### config.mk
export PLATFORM = sky130hd
export DESIGN_NAME = pfe_ctrl
export DESIGN_NICKNAME = d
export VERILOG_FILES = /design/src/rtl/pfe_pkg.sv /design/src/rtl/pfe_wait_sync.sv /design/src/rtl/pfe_thresh.sv /design/src/rtl/pfe_ctrl.sv
export SDC_FILE = /design/constraint.sdc
export NUM_CORES = 1
export LEC_CHECK = 0
export BUFFER_PORTS_ARGS = -buffer_cell sky130_fd_sc_hd__buf_2
export CAP_MARGIN = 30
export CORE_ASPECT_RATIO = 0.7
export CORE_MARGIN = 3
export CORE_UTILIZATION = 45
export DETAILED_ROUTE_END_ITERATION = 16
export PLACE_DENSITY = 0.73
export SETUP_SLACK_MARGIN = 0.15
export SYNTH_ARGS = -nofsm -noshare
export SYNTH_HDL_FRONTEND = slang
export SYNTH_SLANG_ARGS = --single-unit
### constraint.sdc
create_clock -name clk -period 2.1 [get_ports clk]
set_input_delay 0.105 -clock clk [delete_from_list [all_inputs] [get_ports clk]]
set_output_delay 0.105 -clock clk [all_outputs]
set_load 0.02 [all_outputs]
### src/rtl/pfe_pkg.sv
package pfe_pkg;
    typedef enum logic [1:0] {
        ST_IDLE = 2'd0,
        ST_ARM  = 2'd1,
        ST_RUN  = 2'd2,
        ST_XFER = 2'd3
    } pfe_state_e;
endpackage

### src/rtl/pfe_wait_sync.sv
module pfe_wait_sync #(
    parameter int NUM_PINS = 4,
    localparam int SEL_W = $clog2(NUM_PINS)
) (
    input  logic                clk,
    input  logic                rst_n,
    input  logic [NUM_PINS-1:0] pins_i,
    input  logic [SEL_W-1:0]    sel_i,
    output logic                fall_o
);
    typedef struct packed {
        logic [NUM_PINS-1:0] s1;
        logic [NUM_PINS-1:0] s2;
        logic [NUM_PINS-1:0] s3;
    } sync_t;

    sync_t r_d, r_q;
    logic [NUM_PINS-1:0] fall;

    always_comb begin
        r_d    = r_q;
        r_d.s1 = pins_i;
        r_d.s2 = r_q.s1;
        r_d.s3 = r_q.s2;
    end

    always_ff @(posedge clk or negedge rst_n) begin
        if (!rst_n) r_q <= '0;
        else        r_q <= r_d;
    end

    // wait (1) to not-wait (0) transition, per pin
    for (genvar g = 0; g < NUM_PINS; g++) begin : g_fall
        assign fall[g] = r_q.s3[g] & ~r_q.s2[g];
    end

    assign fall_o = fall[sel_i];
endmodule

### src/rtl/pfe_thresh.sv
module pfe_thresh #(
    parameter int DEPTH = 64,
    parameter int THR_W = 7,
    localparam int LVL_W = $clog2(DEPTH + 1),
    localparam int CMP_W = ((LVL_W > THR_W) ? LVL_W : THR_W) + 1
) (
    input  logic             clk,
    input  logic             rst_n,
    input  logic             enable_i,
    input  logic             write_mode_i,
    input  logic             dma_mode_i,
    input  logic [LVL_W-1:0] level_i,
    input  logic [THR_W-1:0] thr_i,
    input  logic             dma_ack_i,
    output logic             irq_o,
    output logic             dma_req_o
);
    typedef struct packed {
        logic crossed;
        logic irq;
        logic dma;
    } thr_t;

    thr_t r_d, r_q;
    logic [CMP_W-1:0] fill_w, free_w, avail_w, thr_w;
    logic             crossed;

    always_comb begin
        fill_w  = CMP_W'(level_i);
        free_w  = CMP_W'(DEPTH) - fill_w;
        thr_w   = CMP_W'(thr_i);
        avail_w = write_mode_i ? free_w : fill_w;
        crossed = enable_i && (avail_w >= thr_w);

        r_d         = r_q;
        r_d.crossed = crossed;
        r_d.irq     = crossed && !dma_mode_i;
        if (!dma_mode_i || !enable_i)      r_d.dma = 1'b0;
        else if (crossed && !r_q.crossed)  r_d.dma = 1'b1;
        else if (dma_ack_i)                r_d.dma = 1'b0;
    end

    always_ff @(posedge clk or negedge rst_n) begin
        if (!rst_n) r_q <= '0;
        else        r_q <= r_d;
    end

    assign irq_o     = r_q.irq;
    assign dma_req_o = r_q.dma;
endmodule

### src/rtl/pfe_ctrl.sv
module pfe_ctrl
    import pfe_pkg::*;
#(
    parameter int CS_W       = 3,
    parameter int NUM_WAIT   = 4,
    parameter int FIFO_DEPTH = 64,
    parameter int THR_W      = 7,
    localparam int WSEL_W = $clog2(NUM_WAIT),
    localparam int LVL_W  = $clog2(FIFO_DEPTH + 1)
) (
    input  logic              clk,
    input  logic              rst_n,
    input  logic              cfg_enable,
    input  logic              cfg_write_mode,
    input  logic              cfg_sync_start,
    input  logic [WSEL_W-1:0] cfg_wait_sel,
    input  logic [CS_W-1:0]   cfg_cs_sel,
    input  logic              cfg_dma_mode,
    input  logic [THR_W-1:0]  cfg_threshold,
    input  logic              start,
    input  logic [NUM_WAIT-1:0] wait_pins,
    input  logic [LVL_W-1:0]  fifo_level,
    input  logic              mem_ack,
    input  logic              dma_ack,
    output logic              mem_req,
    output logic              mem_write,
    output logic [CS_W-1:0]   cs_index,
    output logic              irq,
    output logic              dma_req
);
    typedef struct packed {
        pfe_state_e      state;
        logic [CS_W-1:0] cs;
        logic            wr;
    } fsm_t;

    fsm_t fsm_d, fsm_q;
    logic wait_fall;
    logic can_move;
    logic go;

    pfe_wait_sync #(.NUM_PINS(NUM_WAIT)) u_wait (
        .clk    (clk),
        .rst_n  (rst_n),
        .pins_i (wait_pins),
        .sel_i  (cfg_wait_sel),
        .fall_o (wait_fall)
    );

    pfe_thresh #(.DEPTH(FIFO_DEPTH), .THR_W(THR_W)) u_thr (
        .clk          (clk),
        .rst_n        (rst_n),
        .enable_i     (cfg_enable),
        .write_mode_i (cfg_write_mode),
        .dma_mode_i   (cfg_dma_mode),
        .level_i      (fifo_level),
        .thr_i        (cfg_threshold),
        .dma_ack_i    (dma_ack),
        .irq_o        (irq),
        .dma_req_o    (dma_req)
    );

    always_comb begin
        fsm_d    = fsm_q;
        go       = cfg_enable && start;
        can_move = fsm_q.wr ? (fifo_level != '0)
                            : (fifo_level < LVL_W'(FIFO_DEPTH));
        unique case (fsm_q.state)
            ST_IDLE: begin
                if (go) begin
                    fsm_d.cs    = cfg_cs_sel;
                    fsm_d.wr    = cfg_write_mode;
                    fsm_d.state = cfg_sync_start ? ST_ARM : ST_RUN;
                end
            end
            ST_ARM: begin
                if (!go)            fsm_d.state = ST_IDLE;
                else if (wait_fall) fsm_d.state = ST_RUN;
            end
            ST_RUN: begin
                if (!go)           fsm_d.state = ST_IDLE;
                else if (can_move) fsm_d.state = ST_XFER;
            end
            ST_XFER: begin
                if (mem_ack) fsm_d.state = go ? ST_RUN : ST_IDLE;
            end
            default: fsm_d.state = ST_IDLE;
        endcase
    end

    always_ff @(posedge clk or negedge rst_n) begin
        if (!rst_n) fsm_q <= '{state: ST_IDLE, cs: '0, wr: 1'b0};
        else        fsm_q <= fsm_d;
    end

    assign mem_req   = (fsm_q.state == ST_XFER);
    assign mem_write = fsm_q.wr;
    assign cs_index  = fsm_q.cs;
endmodule

==> impl_metrics.toml, run 1 <==
[synth]
synth_nets = 143
syn_area_per_cell_um2 = 10.8
synthFlopType = "dfrtp_1"
ys_seq_area_share_pct = 47.4
synth_cell_types = 32
ys_seq_elements = 21
ys_warn_count = 0
syn_area_um2 = 1110
synth_edf_count = 0
synthArstFlopShare_pct = 100
synth_cells = 103

[hold_path]
min_from = "cfg_cs_sel[0]"
whs_path_depth = 2
min_path_type = "in -> reg"

[clock_tree]
cts_tree = "yes"
post-cts-setup-buffer-count = 0
cts_buffers = 3
cts_buffer_depth = 2
cts.sinks = 21
path_clk_slew_ns = 0.11
clk_latency_ns = 0.30
cts.htree.levels = 1
clock-root-buffer = "clkbuf_4"
cts_resized = 0

[pwr]
leakage_nw = 0.719
power_density_nw_per_um2 = 622
ir_drop_mv = 0.402

[worst_setup_path]
cp-startpoint = "fifo_level[0]"
crit_fanout = 4
r2r_start = "fsm_q[5]"
r2r_cells = 2
max_stage_delay_ns = 0.41
startpoint_type = "input port"
slowest_stage = "a2111oi_1"
cp.arrival_ns = 1.92
required_ns = 2.28
path_class = "in -> reg"
cp_cell_sequence = "buf_2 -> inv_1 -> ha_1 -> nand2b_1 -> xnor2_1 -> ha_1 -> a211oi_1 -> o21ai_1 -> a2111oi_1 -> nor3_1"
cp-end-kind = "flip-flop"
cp_common_cell = "ha_1"

[placed_design]
port_buffers = 38
dpl.hpwl_um = 1740
place_inst = 169
finalWeightedCongestion = 0.856
pre_cts_ws_ns = 0.0627

[global_route]
grtUsageTotal_pct = 14.4
grt-ovfl-total = 0
antenna_found_initial = 0
grt_pass1_wl_um = 3290
grt_pass1_vias = 821
grt_max_degree = 22

[timing]
worst_pin_slew_ns = 0.444
hold-worst-slack_ns = 0.0296
max_slew_margin_pct = 70.4
fin_skew_ns = 0.00109
final.setup.tns_ns = 0
slew_violations = 0
rsz0062_at_grt = "false"
setup_viol_count_final = 0
period_share_pct = 82.7
fin_crit_ns = 1.74
final_hold_viol_count = 0
max_freq_ghz = 0.576
fin_ws_ns = 0.363

[floorplanning]
initial_core_util_pct = 49.4
fp.dieArea_um2 = 3100
core_um2 = 2240
ios = 39
die_x_um = 65.3
die_y_um = 47.5
rows = 14

[run_status]
status = "complete, no violations"

[cells_and_area]
drive_gt1_share_pct = 33.3
stdcell_count = 179
final_common_cell = "buf_2"
finish.net_count = 188
n_antenna_cell = 0
synthToLayoutAreaGrowth_pct = 26.4
layout_common_cells = "buf_2, dfrtp_1, inv_1"

[detailed_routing]
wl_per_cell_um = 11.6
remaining_drc_errors = 0
ant_nets = 0
drt-initial-drc-count = 14
avgViaCountPerCell = 4.90
vias = 877
dr.pass1.iters = 4
wl_um = 2080

[run]
maxCapViolCount = 0
==> per-stage QoR <==
step	total power, mW	instance area (um^2)	util, %
6_report	0.872	1400	62.5
5_1_grt	0.934	1400	62.5
4_1_cts	0.889	1400	62.5
3_5_place_dp	0.686	1310	58.5
3_3_place_gp	0.678	1310	58.5
2_1_floorplan	0.618	1110	-
==> critical path, delay by kind of cell <==
| family | cells | cell delay [ns] |
|---|---|---|
| buf+inv | 2 | 0.15 |
| compound gates | 3 | 0.76 |
| xor+xnor | 1 | 0.13 |
| fa+ha+maj | 2 | 0.52 |
| simple gates | 2 | 0.25 |
==> sequential cells by signal, summed over array words and instances (netlist names) <==
register,flops
cs_index,3
u_thr.irq_o,1
fsm_q,2
mem_write,1
u_thr.dma_req_o,1
u_wait.r_q,4
u_wait.r_d,8
u_thr.r_q,1
==> layer usage <==
layer | global-route usage [%] | wire (um)
met1 | 17.9 | 926
met2 | 23.9 | 965
met3 | 4.69 | 162
met4 | 5.79 | 27
met5 | 0 | 0
==> power breakdown <==
group          internal [mW]  switching, mW  total (mW)
logic                  0.106          0.115       0.221
registers              0.442         0.0211       0.463
clock network         0.0725          0.116       0.188
total                  0.620          0.252       0.872
==> layout make-up <==
class | count | area [um^2]
Multi-Input combinational cell | 66 | 510
Clock buffer | 3 | 22.5
Clock inverter | 1 | 7.51
Inverter | 12 | 45.0
Timing Repair Buffer | 44 | 250
Sequential cell | 21 | 526
Tap cell | 32 | 40.0
Fill cell | 206 | 841
==> worst paths after layout <==
kind | slack, ns | to
min in group asynchronous | 0.27 | u_wait.r_d[0]
worst min-delay path | 0.03 | cs_index[0]
max in group asynchronous | 1.53 | cs_index[2]
worst max register to register | 0.80 | cs_index[0]
worst min register to register | 0.36 | u_wait.r_d[2]
worst max-delay path | 0.36 | u_thr.dma_req_o
==> cell usage after synthesis, types with 2 or more instances <==
library cell  instances  area (um^2)
buf_4                 3         22.5
mux2_2                4         45.0
a21o_1                3         22.5
dfrtp_1              21          526
nand2_1               9         33.8
nor3b_1               3         22.5
o21ai_0               3         15.0
nand2b_1              2         12.5
inv_1                12         45.0
nor2_1                4         15.0
ha_1                  8          100
a211oi_1              2         15.0
nor2b_1               6         37.5
xnor2_1               5         43.8
==> timing repair <==
item                                   in CTS  in global routing
endpoints found under the hold margin      26                  0
setup endpoints to repair                   0                  0
hold buffers                                6                  0
==> cells by family after synthesis <==
group	Yosys count	share of synthesized area (%)
simple gates	30	15.6
buf+inv	16	6.55
compound gates	19	13.4
flops	21	47.4
fa+ha+maj	8	9.03
mux	4	4.06
xor+xnor	5	3.95
No activity file was read; power rests on OpenSTA's default activity.
==> run 2: changes to the inputs <==
- clock period: 2.1 -> 1.73 ns (I/O delays scaled with it)
==> run 2 against run 1 <==
Compared with the run above:
- sequential share of layout area shrank 3.6 points
- routed wire length rose by 11%
- die area is the same
- power increased by 27%
- combinational power increased by 44%
- via count grew 3.0%
- register-to-register slack worse by 0.39 ns
- sequential power rose by 22%
- critical endpoint unchanged
==> impl_metrics.toml, run 2 (synthesized netlist as in run 1, its figures left out) <==
[timing]
worst_pin_slew_ns = 0.455
final.setup.tns_ns = 0
max_freq_ghz = 0.645
rsz0062_at_grt = "true"
max_slew_margin_pct = 69.6
final_hold_viol_count = 0
hold-worst-slack_ns = 0.0462
slew_violations = 0
fin_crit_ns = 1.55
period_share_pct = 89.7
fin_skew_ns = 0.0128
fin_ws_ns = 0.179
setup_viol_count_final = 0

[clock_tree]
clk_latency_ns = 0.31
path_clk_slew_ns = 0.10
cts_tree = "yes"
cts_buffers = 3
cts.sinks = 21
cts.htree.levels = 1
clock-root-buffer = "clkbuf_4"
cts_buffer_depth = 2

[detailed_routing]
drt-initial-drc-count = 32
wl_um = 2310
avgViaCountPerCell = 4.78
vias = 903
remaining_drc_errors = 0
wl_per_cell_um = 12.2
dr.pass1.iters = 4
ant_nets = 0

[cells_and_area]
finish.net_count = 198
drive_gt1_share_pct = 40.8
fillers = 178
synthToLayoutAreaGrowth_pct = 39.7
final_cell_area_um2 = 1550
n_antenna_cell = 0
final_common_cell = "buf_2"
stdcell_count = 189
largest_reg_flops = 8
final_util_pct = 69.1
layout_common_cells = "buf_2, dfrtp_1, inv_1"

[placed_design]
dpl.hpwl_um = 1830
pre_cts_ws_ns = -0.197
finalWeightedCongestion = 0.822
place_inst = 175
placed_cell_area_um2 = 1390
port_buffers = 38

[worst_setup_path]
r2r_start = "fsm_q[5]"
cp-startpoint = "fifo_level[4]"
r2r_cells = 2
crit_fanout = 3
regToRegSetupSlack_ns = 0.41
cp-end-kind = "flip-flop"
cp.arrival_ns = 1.73
required_ns = 1.91
path_class = "in -> reg"
r2r-end = "mem_write"
startpoint_type = "input port"

[hold_path]
whs_path_depth = 3
min_path_type = "in -> reg"
whs_endpoint = "u_thr.dma_req_o"
min_from = "cfg_enable"

[floorplanning]
die_y_um = 47.5
fp.dieArea_um2 = 3100
rows = 14
ios = 39
core_um2 = 2240
initial_core_util_pct = 49.4
die_x_um = 65.3

[global_route]
grt_pass1_wl_um = 3710
antenna_found_initial = 0
grt_max_degree = 22
grt_pass1_vias = 918
grt-ovfl-total = 0
grtUsageTotal_pct = 15.9

[pwr]
power_density_nw_per_um2 = 718
leakage_nw = 0.786
p_total_mw = 1.11
ir_drop_mv = 0.600

[run_status]
status = "complete, no violations"

[run]
maxCapViolCount = 0
## run 2: changes by cell type in the layout (fill, tap and decap cells not counted), sizes merged
cell,before,now
dlygate4sd3,6,9
buf,38,45
clkinv,0,1
clkinvlp,1,0
## run 2: how the worst max path moves through the flow
stage / depth (start not counted) / slack, ns / end
floorplan: 9 / 0.1 / u_thr.dma_req_o
global placement: 10 / -0.14 / u_thr.r_q[2]
detailed placement: 10 / -0.20 / u_thr.dma_req_o
CTS: 10 / 0.15 / u_thr.dma_req_o
global route: 10 / 0.09 / u_thr.irq_o
finish: 10 / 0.18 / u_thr.dma_req_o
## run 2: repair_timing
item                       in CTS  in global routing
pin swaps                       5                  2
setup endpoints to repair       3                  3
hold buffers                    9                  0
gates resized for setup         5                  1
setup buffers                   1                  0
hold endpoints to repair       29                  0
## run 2: worst max-delay path: stages
cell       delay (ns)
buf_2            0.12
nor3_4           0.20
nand2_1          0.08
nand2_1          0.09
xnor2_1          0.12
ha_1             0.27
a21o_1           0.16
a21o_1           0.19
a2111oi_4        0.32
nor3_1           0.09
## run 2: layout make-up
type / instances / area [um^2] / area share [%]
clock buffers: 3 / 22.5 / 1.45
clock inverters: 1 / 5.00 / 0.323
inverters: 12 / 50.0 / 3.23
multi-input cells: 66 / 564 / 36.4
flip-flops and latches: 21 / 526 / 33.9
well taps: 32 / 40.0 / 2.58
repair buffers: 54 / 342 / 22.1
## run 2: power breakdown
group | leakage, nW | internal, mW | total (mW) | switching [mW]
Combinational | 0.515 | 0.158 | 0.318 | 0.160
Clock | 0.0177 | 0.0862 | 0.231 | 0.144
Sequential | 0.253 | 0.536 | 0.563 | 0.0265
Total | 0.786 | 0.781 | 1.11 | 0.331
## run 2: metal layers
metal  track usage (%)  up-vias  wire length, um
met5                 0        -                0
met1              18.4      414             1020
met4              2.89        0               38
met3              5.16        4              138
li1                  -      461                -
met2              30.2       24             1110
